===== src/rtl/ddr_init_pkg.sv =====
// Package: shared codes, widths and step record for the DDR power-up sequencer.
// Assumes: targets are numbered by the controller's register decoder.
package ddr_init_pkg;
    localparam int CMD_W  = 6;
    localparam int TGT_W  = 4;
    localparam int DATA_W = 32;

    // one-hot command strobe bit positions
    localparam int B_MRS   = 0;
    localparam int B_EMRS  = 1;
    localparam int B_AREF  = 2;
    localparam int B_PREA  = 3;
    localparam int B_EMRS2 = 4;
    localparam int B_EMRS3 = 5;

    typedef enum logic [TGT_W-1:0] {
        T_NONE   = 4'd0,
        T_TMO    = 4'd1,
        T_CFG2   = 4'd2,
        T_MODE   = 4'd3,
        T_EXT    = 4'd4,
        T_EXT2   = 4'd5,
        T_EXT3   = 4'd6,
        T_REFR   = 4'd7,
        T_TAP0   = 4'd8,
        T_TAP1   = 4'd9,
        T_RDCYC  = 4'd10
    } tgt_e;

    typedef struct packed {
        logic [CMD_W-1:0]  cmd;
        logic [TGT_W-1:0]  tgt;
        logic [DATA_W-1:0] data;
    } step_t;

    localparam int DDR2_STEPS = 17;
    localparam int DDR1_STEPS = 10;
    localparam int MAX_STEPS  = (DDR2_STEPS > DDR1_STEPS) ? DDR2_STEPS : DDR1_STEPS;
    localparam int IDX_W      = $clog2(MAX_STEPS);

    function automatic step_t mk(input int cbit, input tgt_e t, input logic [DATA_W-1:0] d);
        step_t s;
        s.cmd  = (cbit < 0) ? '0 : CMD_W'(1 << cbit);
        s.tgt  = t;
        s.data = d;
        return s;
    endfunction
endpackage


===== src/rtl/ddr_init_step_rom.sv =====
// Step decoder: maps (memory type, reference select, step index) to the step
// record. Purely combinational. Assumes idx never exceeds the list length.
module ddr_init_step_rom
    import ddr_init_pkg::*;
#(
    parameter int REF_CNT_40 = 624,
    parameter int REF_CNT_25 = 390,
    parameter int REF_EN_BIT = 14,
    parameter int REF_CNT_W  = 10
) (
    input  logic             is_ddr2,
    input  logic             ref40,
    input  logic [IDX_W-1:0] idx,
    output step_t            step,
    output logic             last
);
    localparam logic [DATA_W-1:0] TMO_VAL   = 32'h000F_FFFF;
    localparam logic [DATA_W-1:0] CFG2_VAL  = (32'd2 << 10) | (32'd1 << 9) | (32'd22 << 2) | 32'd1;
    localparam logic [DATA_W-1:0] REF_EN    = 32'd1 << REF_EN_BIT;
    localparam logic [DATA_W-1:0] CNT_MASK  = (32'd1 << REF_CNT_W) - 32'd1;
    localparam logic [DATA_W-1:0] REF40_VAL = REF_EN | (REF_CNT_40 & CNT_MASK);
    localparam logic [DATA_W-1:0] REF25_VAL = REF_EN | (REF_CNT_25 & CNT_MASK);

    logic [DATA_W-1:0] ref_word;

    // refresh word chosen by the captured reference select
    always_comb ref_word = ref40 ? REF40_VAL : REF25_VAL;

    // step lookup for both memory generations
    always_comb begin
        step = '0;
        if (is_ddr2) begin
            case (idx)
                5'd0:  step = mk(-1,      T_TMO,  TMO_VAL);
                5'd1:  step = mk(-1,      T_CFG2, CFG2_VAL);
                5'd2:  step = mk(B_PREA,  T_NONE, '0);
                5'd3:  step = mk(B_EMRS2, T_EXT2, '0);
                5'd4:  step = mk(B_EMRS3, T_EXT3, '0);
                5'd5:  step = mk(B_EMRS,  T_EXT,  '0);
                5'd6:  step = mk(B_MRS,   T_MODE, 32'h100);
                5'd7:  step = mk(B_PREA,  T_NONE, '0);
                5'd8:  step = mk(B_AREF,  T_NONE, '0);
                5'd9:  step = mk(B_AREF,  T_NONE, '0);
                5'd10: step = mk(B_MRS,   T_MODE, 32'hA33);
                5'd11: step = mk(B_EMRS,  T_EXT,  32'h382);
                5'd12: step = mk(B_EMRS,  T_EXT,  32'h402);
                5'd13: step = mk(-1,      T_REFR, ref_word);
                5'd14: step = mk(-1,      T_TAP0, 32'h08);
                5'd15: step = mk(-1,      T_TAP1, 32'h09);
                5'd16: step = mk(-1,      T_RDCYC, 32'hFF);
                default: step = '0;
            endcase
        end else begin
            case (idx)
                5'd0:  step = mk(-1,      T_TMO,  TMO_VAL);
                5'd1:  step = mk(B_PREA,  T_NONE, '0);
                5'd2:  step = mk(B_MRS,   T_MODE, 32'h133);
                5'd3:  step = mk(B_EMRS,  T_EXT,  32'h02);
                5'd4:  step = mk(B_PREA,  T_NONE, '0);
                5'd5:  step = mk(B_MRS,   T_MODE, 32'h33);
                5'd6:  step = mk(-1,      T_REFR, ref_word);
                5'd7:  step = mk(-1,      T_TAP0, 32'h08);
                5'd8:  step = mk(-1,      T_TAP1, 32'h09);
                5'd9:  step = mk(-1,      T_RDCYC, 32'hFF);
                default: step = '0;
            endcase
        end
    end

    // final-step flag per list length
    always_comb last = is_ddr2 ? (idx == IDX_W'(DDR2_STEPS - 1)) : (idx == IDX_W'(DDR1_STEPS - 1));
endmodule


===== src/rtl/ddr_init_seq_ctrl.sv =====
// Sequencer control: idle/run/finished state, step index and strap capture.
// Assumes cmd_ack is only meaningful while a step is presented.
module ddr_init_seq_ctrl
    import ddr_init_pkg::*;
(
    input  logic             clk,
    input  logic             rst_n,
    input  logic             start,
    input  logic             strap_ddr2,
    input  logic             strap_ref40,
    input  logic             ack,
    input  logic             last,
    output logic [IDX_W-1:0] idx,
    output logic             ddr2_q,
    output logic             ref40_q,
    output logic             running,
    output logic             finished
);
    typedef enum logic [1:0] {S_IDLE, S_RUN, S_DONE} st_e;
    st_e state;

    // state, index and strap capture
    always_ff @(posedge clk) begin
        if (!rst_n) begin
            state   <= S_IDLE;
            idx     <= '0;
            ddr2_q  <= 1'b0;
            ref40_q <= 1'b0;
        end else begin
            case (state)
                S_IDLE, S_DONE: begin
                    if (start) begin
                        state   <= S_RUN;
                        idx     <= '0;
                        ddr2_q  <= strap_ddr2;
                        ref40_q <= strap_ref40;
                    end
                end
                S_RUN: begin
                    if (ack) begin
                        if (last) state <= S_DONE;
                        else      idx   <= idx + 1'b1;
                    end
                end
                default: state <= S_IDLE;
            endcase
        end
    end

    // status decode
    always_comb begin
        running  = (state == S_RUN);
        finished = (state == S_DONE);
    end
endmodule


===== src/rtl/ddr_init_seq.sv =====
// Top: DDR power-up command sequencer. Presents one step at a time to a
// controller command port and advances on acknowledge.
// Assumes the controller decodes reg_tgt and applies cmd_strobe itself.
module ddr_init_seq
    import ddr_init_pkg::*;
#(
    parameter int REF_CNT_40 = 624,
    parameter int REF_CNT_25 = 390
) (
    input  logic              clk,
    input  logic              rst_n,
    input  logic              start,
    input  logic              strap_ddr2,
    input  logic              strap_ref40,
    input  logic              cmd_ack,
    output logic              cmd_req,
    output logic [CMD_W-1:0]  cmd_strobe,
    output logic [TGT_W-1:0]  reg_tgt,
    output logic [DATA_W-1:0] reg_data,
    output logic              busy,
    output logic              done
);
    logic [IDX_W-1:0] idx;
    logic             ddr2_q, ref40_q, running, finished, last;
    step_t            step;

    ddr_init_seq_ctrl u_ctrl (
        .clk         (clk),
        .rst_n       (rst_n),
        .start       (start),
        .strap_ddr2  (strap_ddr2),
        .strap_ref40 (strap_ref40),
        .ack         (cmd_ack),
        .last        (last),
        .idx         (idx),
        .ddr2_q      (ddr2_q),
        .ref40_q     (ref40_q),
        .running     (running),
        .finished    (finished)
    );

    ddr_init_step_rom #(
        .REF_CNT_40 (REF_CNT_40),
        .REF_CNT_25 (REF_CNT_25)
    ) u_rom (
        .is_ddr2 (ddr2_q),
        .ref40   (ref40_q),
        .idx     (idx),
        .step    (step),
        .last    (last)
    );

    // port drive: fields are zero whenever no step is presented
    always_comb begin
        cmd_req    = running;
        cmd_strobe = running ? step.cmd  : '0;
        reg_tgt    = running ? step.tgt  : '0;
        reg_data   = running ? step.data : '0;
        busy       = running;
        done       = finished;
    end
endmodule


===== config.mk =====
export PLATFORM = sky130hd
export DESIGN_NAME = ddr_init_seq
export DESIGN_NICKNAME = d
export VERILOG_FILES = /design/src/rtl/ddr_init_pkg.sv /design/src/rtl/ddr_init_step_rom.sv /design/src/rtl/ddr_init_seq_ctrl.sv /design/src/rtl/ddr_init_seq.sv
export SDC_FILE = /design/constraint.sdc
export NUM_CORES = 1
export LEC_CHECK = 0
export ABC_AREA = 1
export CORE_UTILIZATION = 40
export DETAILED_ROUTE_END_ITERATION = 8
export PLACE_DENSITY = 0.69
export SYNTH_ARGS = -nofsm -noshare
export SYNTH_HDL_FRONTEND = slang
export SYNTH_HIERARCHICAL = 1
export SYNTH_SLANG_ARGS = --single-unit

===== constraint.sdc =====
create_clock -name clk -period 2.08 [get_ports clk]
set_clock_uncertainty 0.2 [all_clocks]
set_input_delay 0.208 -clock clk [delete_from_list [all_inputs] [get_ports clk]]
set_output_delay 0.208 -clock clk [all_outputs]
set_load 0.005 [all_outputs]

==> results.md, run 1 <==
- Register area share after synthesis: 10.4%
- Int Pwr: 530 µW
- Vias in the first global route: 1,925
- Leakage power: 0.00195 µW
- DIE HEIGHT: 67.7 µm
- Top cells by area, synth: nand2_1, inv_1, dfxtp_1
- CP Launch Type: flop
- Mux share of post-synthesis cell area: 0%
- H-tree Lvls: 1
- Clock Latency Late Sink: 0.23 ns
- Flops & latches, synth: 9
- Largest net degree at the start of global routing: 23
- Most common cell after layout, fill and taps aside: nand2_1
- CTS tree: done
- Status: complete, but fails checks
- Final Cell Area: 0.00306 mm²
- Clock Power Share: 23.7%
- WL per Instance: 13.5 µm
- Synth Area in Simple Gates: 48.8%
- Post-synthesis xor/xnor area fraction: 0%
- Final ANT Viol Nets: 0
- PortBufs: 38
- Drt via density: 4.90
- Fmax: 0.433 GHz
- Layout cells sized above 1: 42.4%
- Total chip power: 873 µW
- Root Driver: clkbuf_8
- Width of the die: 67.7 µm
- Gate power share: 54.5%
- CTS Hold Bufs: 0
- GP Congestion: 0.897
- Row count: 23
- Reg clk slew, reported paths: 0.05 ns
- Sw Ratio: 39.2%
- Drt pass-1 iters: 5
- Critical path peak fanout: 6
- Synth Area in Compound Gates: 10.2%
- Setup crit end kind: primary output
- VDD IR-drop max: 0.543 mV
- CTS Buf Count: 3
- Total gr overflow: 0
- P_sw: 342 µW
- DR iter-0 viols: 162
- Initial antenna violation count: 0
- Synth unique cells: 25
- Worst reg2reg setup slack: -0.13 ns
- Post-Syn Instances: 343
- Overall Global Routing Usage: 23.9%
- I/O pins: 51
- Diodes inserted: 0
- Via Count: 2,414
- Post-DP Area: 0.00224 mm²
- Final hold vios: 0
- Setup-failing EPs final: 24
- Crit share post-route: 111%
- Flop pwr share: 21.8%
- Area of the mapped netlist: 0.00172 mm²
- Hold Slack: 0.329 ns
- Core Region: 0.00406 mm²
- Max_cap viols: 0
- Req. time, crit path: 1.67 ns
- Clock buffer depth: 2
- Post-Place Cells: 447
- Largest area contributor in the netlist: nand2_1
- # DRC: 0
- P per Cell Area: 285 mW/mm²
- Initial core utilization: 42.5%
- Failing checks: setup timing
- Worst Hold Class: reg2reg
- Share of Yosys cell area claimed by the top area cell type: 27.0%
- Post-route insts no fill: 493
- First-pass GRT wire length: 8.40 mm
- Post-synthesis adder-cell area fraction: 0.726%
- Avg Cell Area, Syn: 5.03 µm²
- Drt total wl: 6.64 mm
- Synth-to-Final Area Change: 77.7%
- Hpwl dp: 3.46 mm
- WP data arrival: 1.90 ns
- Final Max Slew Viols: 0
- Most frequent cells in the layout: nand2_1, inv_1, buf_4
- Die area: 0.00458 mm²
- Worst Slack Setup Final: -0.231 ns
- Critical path type: reg2out
- Total Nets Final: 451
- Pre-CTS WS: -0.238 ns
- Largest family of logic cells by synthesized area: simple AND/OR/NAND/NOR gates
- CTS sink count: 9
- Final min period: 2.31 ns
- Syn. warnings: 6
- RSZ-0062 raised after global routing: yes
[cells in the mapped netlist]
cell,instances
ha_1,1
buf_8,4
inv_2,5
nand3b_1,2
o21ai_0,19
nand3_2,4
nor2_1,32
clkbuf_1,4
buf_4,21
nand4_1,1
nand3_1,20
a21oi_1,5
inv_1,69
a21oi_2,2
a31oi_1,1
nor2_2,6
o21ai_2,1
nor2_4,2
o21ai_1,3
o21bai_1,1
nand2_1,124
conb_1,1
nand2_2,4
nor3_1,2
dfxtp_1,9
[cell type report]
cell class | instances | area [µm²]
Timing Repair Buffer | 114 | 1020
Inverter | 74 | 315
Fill cell | 301 | 993
Multi-Input combinational cell | 242 | 1420
Clock buffer | 4 | 45.0
Sequential cell | 9 | 200
Tap cell | 50 | 62.6
[through the flow]
stage          utilization [%]  TNS (ns)
3_5_place_dp              55.3     -3.91
3_3_place_gp              55.3     -4.57
6_report                  75.5     -2.60
5_1_grt                   75.5     -4.86
2_1_floorplan                -         0
4_1_cts                   64.0     -1.92
[worst max-delay path, stage by stage, from the launching register on]
cell and delay (ns):
dfxtp_4 0.37, nor2_4 0.18, buf_4 0.16, nand3_4 0.13, buf_6 0.16, o21ai_1 0.07, nand2_1 0.06, inv_1 0.05
clkdlybuf4s50_1 0.48
[worst paths after layout]
path / from / endpoint / cells after the start
setup / recovery: u_ctrl/idx[0] / reg_data[10] / 8
hold / removal: u_ctrl/state[1] / u_ctrl/state[1] / 2
setup reg to reg: u_ctrl/idx[2] / u_ctrl/idx[2] / 17
hold reg to reg: u_ctrl/state[1] / u_ctrl/state[1] / 2
[power groups by stage]
stage,Sequential (µW),Clock [µW],Combinational [µW]
3_5_place_dp,194,0,368
5_1_grt,191,216,524
3_3_place_gp,194,0,366
2_1_floorplan,194,0,258
6_report,190,207,476
4_1_cts,189,215,385
[cells by family after synthesis]
kind of cell / count (synthesis)
AO/OA/AOI/OAI: 32
adder cells (fa/ha/maj): 1
buffers and inverters: 103
flip-flops: 9
other: 1
AND/OR/NAND/NOR: 197
[sequential cells by signal (all words and copies together), names as in the netlist]
| name | cells |
|---|---|
| u_ctrl/ref40_q | 1 |
| u_ctrl/state | 2 |
| u_ctrl/idx | 5 |
| u_ctrl/ddr2_q | 1 |
[what timing repair did]
action / in CTS / in global routing
gates resized for setup: 105 / 122
buffers inserted: 21 / 23
gates cloned: 0 / 0
setup endpoints to repair: 33 / 35
pin swaps: 20 / 32
[per-layer routing]
metal	wire length [µm]	part of all wire, %	GRT usage [%]	up-vias
li1	-	-	-	1192
met1	2620	39	29.0	1046
met2	3160	48	42.8	128
met3	502	7.6	2.53	48
met4	356	5.4	8.51	0
met5	0	0	0	-
(Power assumes the default switching activity.)
==> inputs of run 2 (changes only) <==
clock period = 2.4 ns   (was 2.08 ns; I/O delays follow)
==> results.md, run 2 (same netlist as run 1, synthesis figures left out) <==
- Met2 usage: 32.9%
- I/O pins: 51
- Fill count: 434
- CTS tree: done
- Initial antenna violation count: 0
- Reg with most FFs: u_ctrl/idx
- Critical path peak fanout: 5
- GP Congestion: 0.953
- Clock Latency Late Sink: 0.23 ns
- Req. time, crit path: 1.96 ns
- WL per Instance: 9.64 µm
- Met1 Usage GRT: 25.2%
- Slowest CP cell: clkdlybuf4s50_1
- Drt pass-1 iters: 4
- Met3 Use GR: 2.20%
- Total chip power: 655 µW
- First-pass GRT wire length: 6.91 mm
- PortBufs: 38
- Status: finished clean
- Top Registers: u_ctrl/idx x5, u_ctrl/state x2
- Drt via density: 4.52
- Die area: 0.00458 mm²
- Final hold vios: 0
- Leakage power: 0.00148 µW
- Crit share post-route: 99.8%
- Setup-failing EPs final: 0
- Hold Slack: 0.335 ns
- Layout cells sized above 1: 17.7%
- Total gr overflow: 0
- Vias in the first global route: 1,632
- Initial core utilization: 42.5%
- Final min period: 2.39 ns
- CP Cell Sequence: buf_4 > nor2_4 > nand2_2 > a21oi_4 > inv_1 > nand3_1 > nand2_1 > inv_1 > clkdlybuf4s50_1
- Most common cell on crit path: inv_1
- Root Driver: clkbuf_8
- # DRC: 0
- Row count: 23
- Largest net degree at the start of global routing: 32
- Via Count: 1,965
- Diodes inserted: 0
- Overall Global Routing Usage: 19.0%
- Worst Hold Class: reg2reg
- Critical path's largest stage delay: 0.49 ns
- Hpwl dp: 3.23 mm
- P per Cell Area: 285 mW/mm²
- CTS sink count: 9
- Max_cap viols: 0
- CTS Buf Count: 3
- Fmax: 0.418 GHz
- DIE HEIGHT: 67.7 µm
- WP data arrival: 1.95 ns
- Setup crit end kind: primary output
- Multi-input gate area: 0.00117 mm²
- Top Usage Layer GRT: met2
- Drt total wl: 4.20 mm
- RSZ-0062 raised after global routing: yes
- Clock buffer depth: 2
- Width of the die: 67.7 µm
- Critical path type: reg2out
- Final ANT Viol Nets: 0
- DR iter-0 viols: 74
- Most common cell after layout, fill and taps aside: nand2_1
- Reg clk slew, reported paths: 0.05 ns
- Most frequent cells in the layout: nand2_1, inv_1, clkdlybuf4s50_1
- VDD IR-drop max: 0.365 mV
- Synth-to-Final Area Change: 33.2%
- Reg area: 194 µm²
- Total Nets Final: 393
- Final Max Slew Viols: 0
- H-tree Lvls: 1
- Core Region: 0.00406 mm²
- Max reg flops: 5
- CP Launch Type: flop
==> run 2: area by class of cell <==
type	instances	share of cell area, %
repair buffers	56	23.4
well taps	50	2.72
multi-input cells	242	51.1
inverters	74	12.3
flip-flops and latches	9	8.45
clock buffers	4	1.96
==> run 2: metal layers <==
layer | part of all wire [%] | vias to the layer above
li1 | - | 1066
met1 | 52 | 847
met2 | 44 | 52
met3 | 4.1 | 0
met4 | 0 | 0
met5 | 0 | -
==> run 2: critical path, delay by kind of cell, from the launching register on <==
| kind | cells | cell delay (ns) |
|---|---|---|
| AND/OR/NAND/NOR | 4 | 0.42 |
| AO/OA/AOI/OAI | 1 | 0.19 |
| buffers and inverters | 4 | 0.78 |
| flip-flops | 1 | 0.34 |
==> run 2: worst paths after layout <==
kind,start,endpoint,slack (ns),cells after the start
setup reg to reg,u_ctrl/idx[1],u_ctrl/idx[2],0.41,11
hold reg to reg,u_ctrl/state[1],u_ctrl/state[1],0.34,2
hold / removal,u_ctrl/state[1],u_ctrl/state[1],0.34,2
setup / recovery,u_ctrl/idx[4],reg_data[9],0.006,9
==> run 2: where the power goes <==
| part | leakage [µW] | internal, µW | switching (µW) | total, µW |
|---|---|---|---|---|
| clock | 0.0000228 | 116 | 56.9 | 172 |
| sequential | 0.0000769 | 155 | 10.8 | 166 |
| combinational | 0.00138 | 151 | 166 | 317 |
| total | 0.00148 | 421 | 234 | 655 |
==> run 2: metrics by stage <==
stage | setup slack (ns) | setup TNS (ns) | utilization (%) | std cells | area (µm²)
finish | 0.00557 | 0 | 56.6 | 435 | 2300
global route | -0.141 | -0.885 | 56.6 | 435 | 2300
CTS | -0.0104 | -0.0187 | 54.3 | 432 | 2200
detailed placement | -0.0366 | -0.0366 | 50.7 | 424 | 2060
global placement | -0.0538 | -0.0740 | 50.7 | 424 | 2060
floorplan | 0.611 | 0 | - | 354 | 1770
==> run 2: timing repair <==
| action | in CTS | in global routing |
|---|---|---|
| cloned | 0 | 0 |
| setup buffers | 4 | 3 |
| pin swaps | 4 | 5 |
| hold buffers | 0 | 0 |
| endpoints found under the setup margin | 28 | 21 |
| gates resized for setup | 26 | 27 |
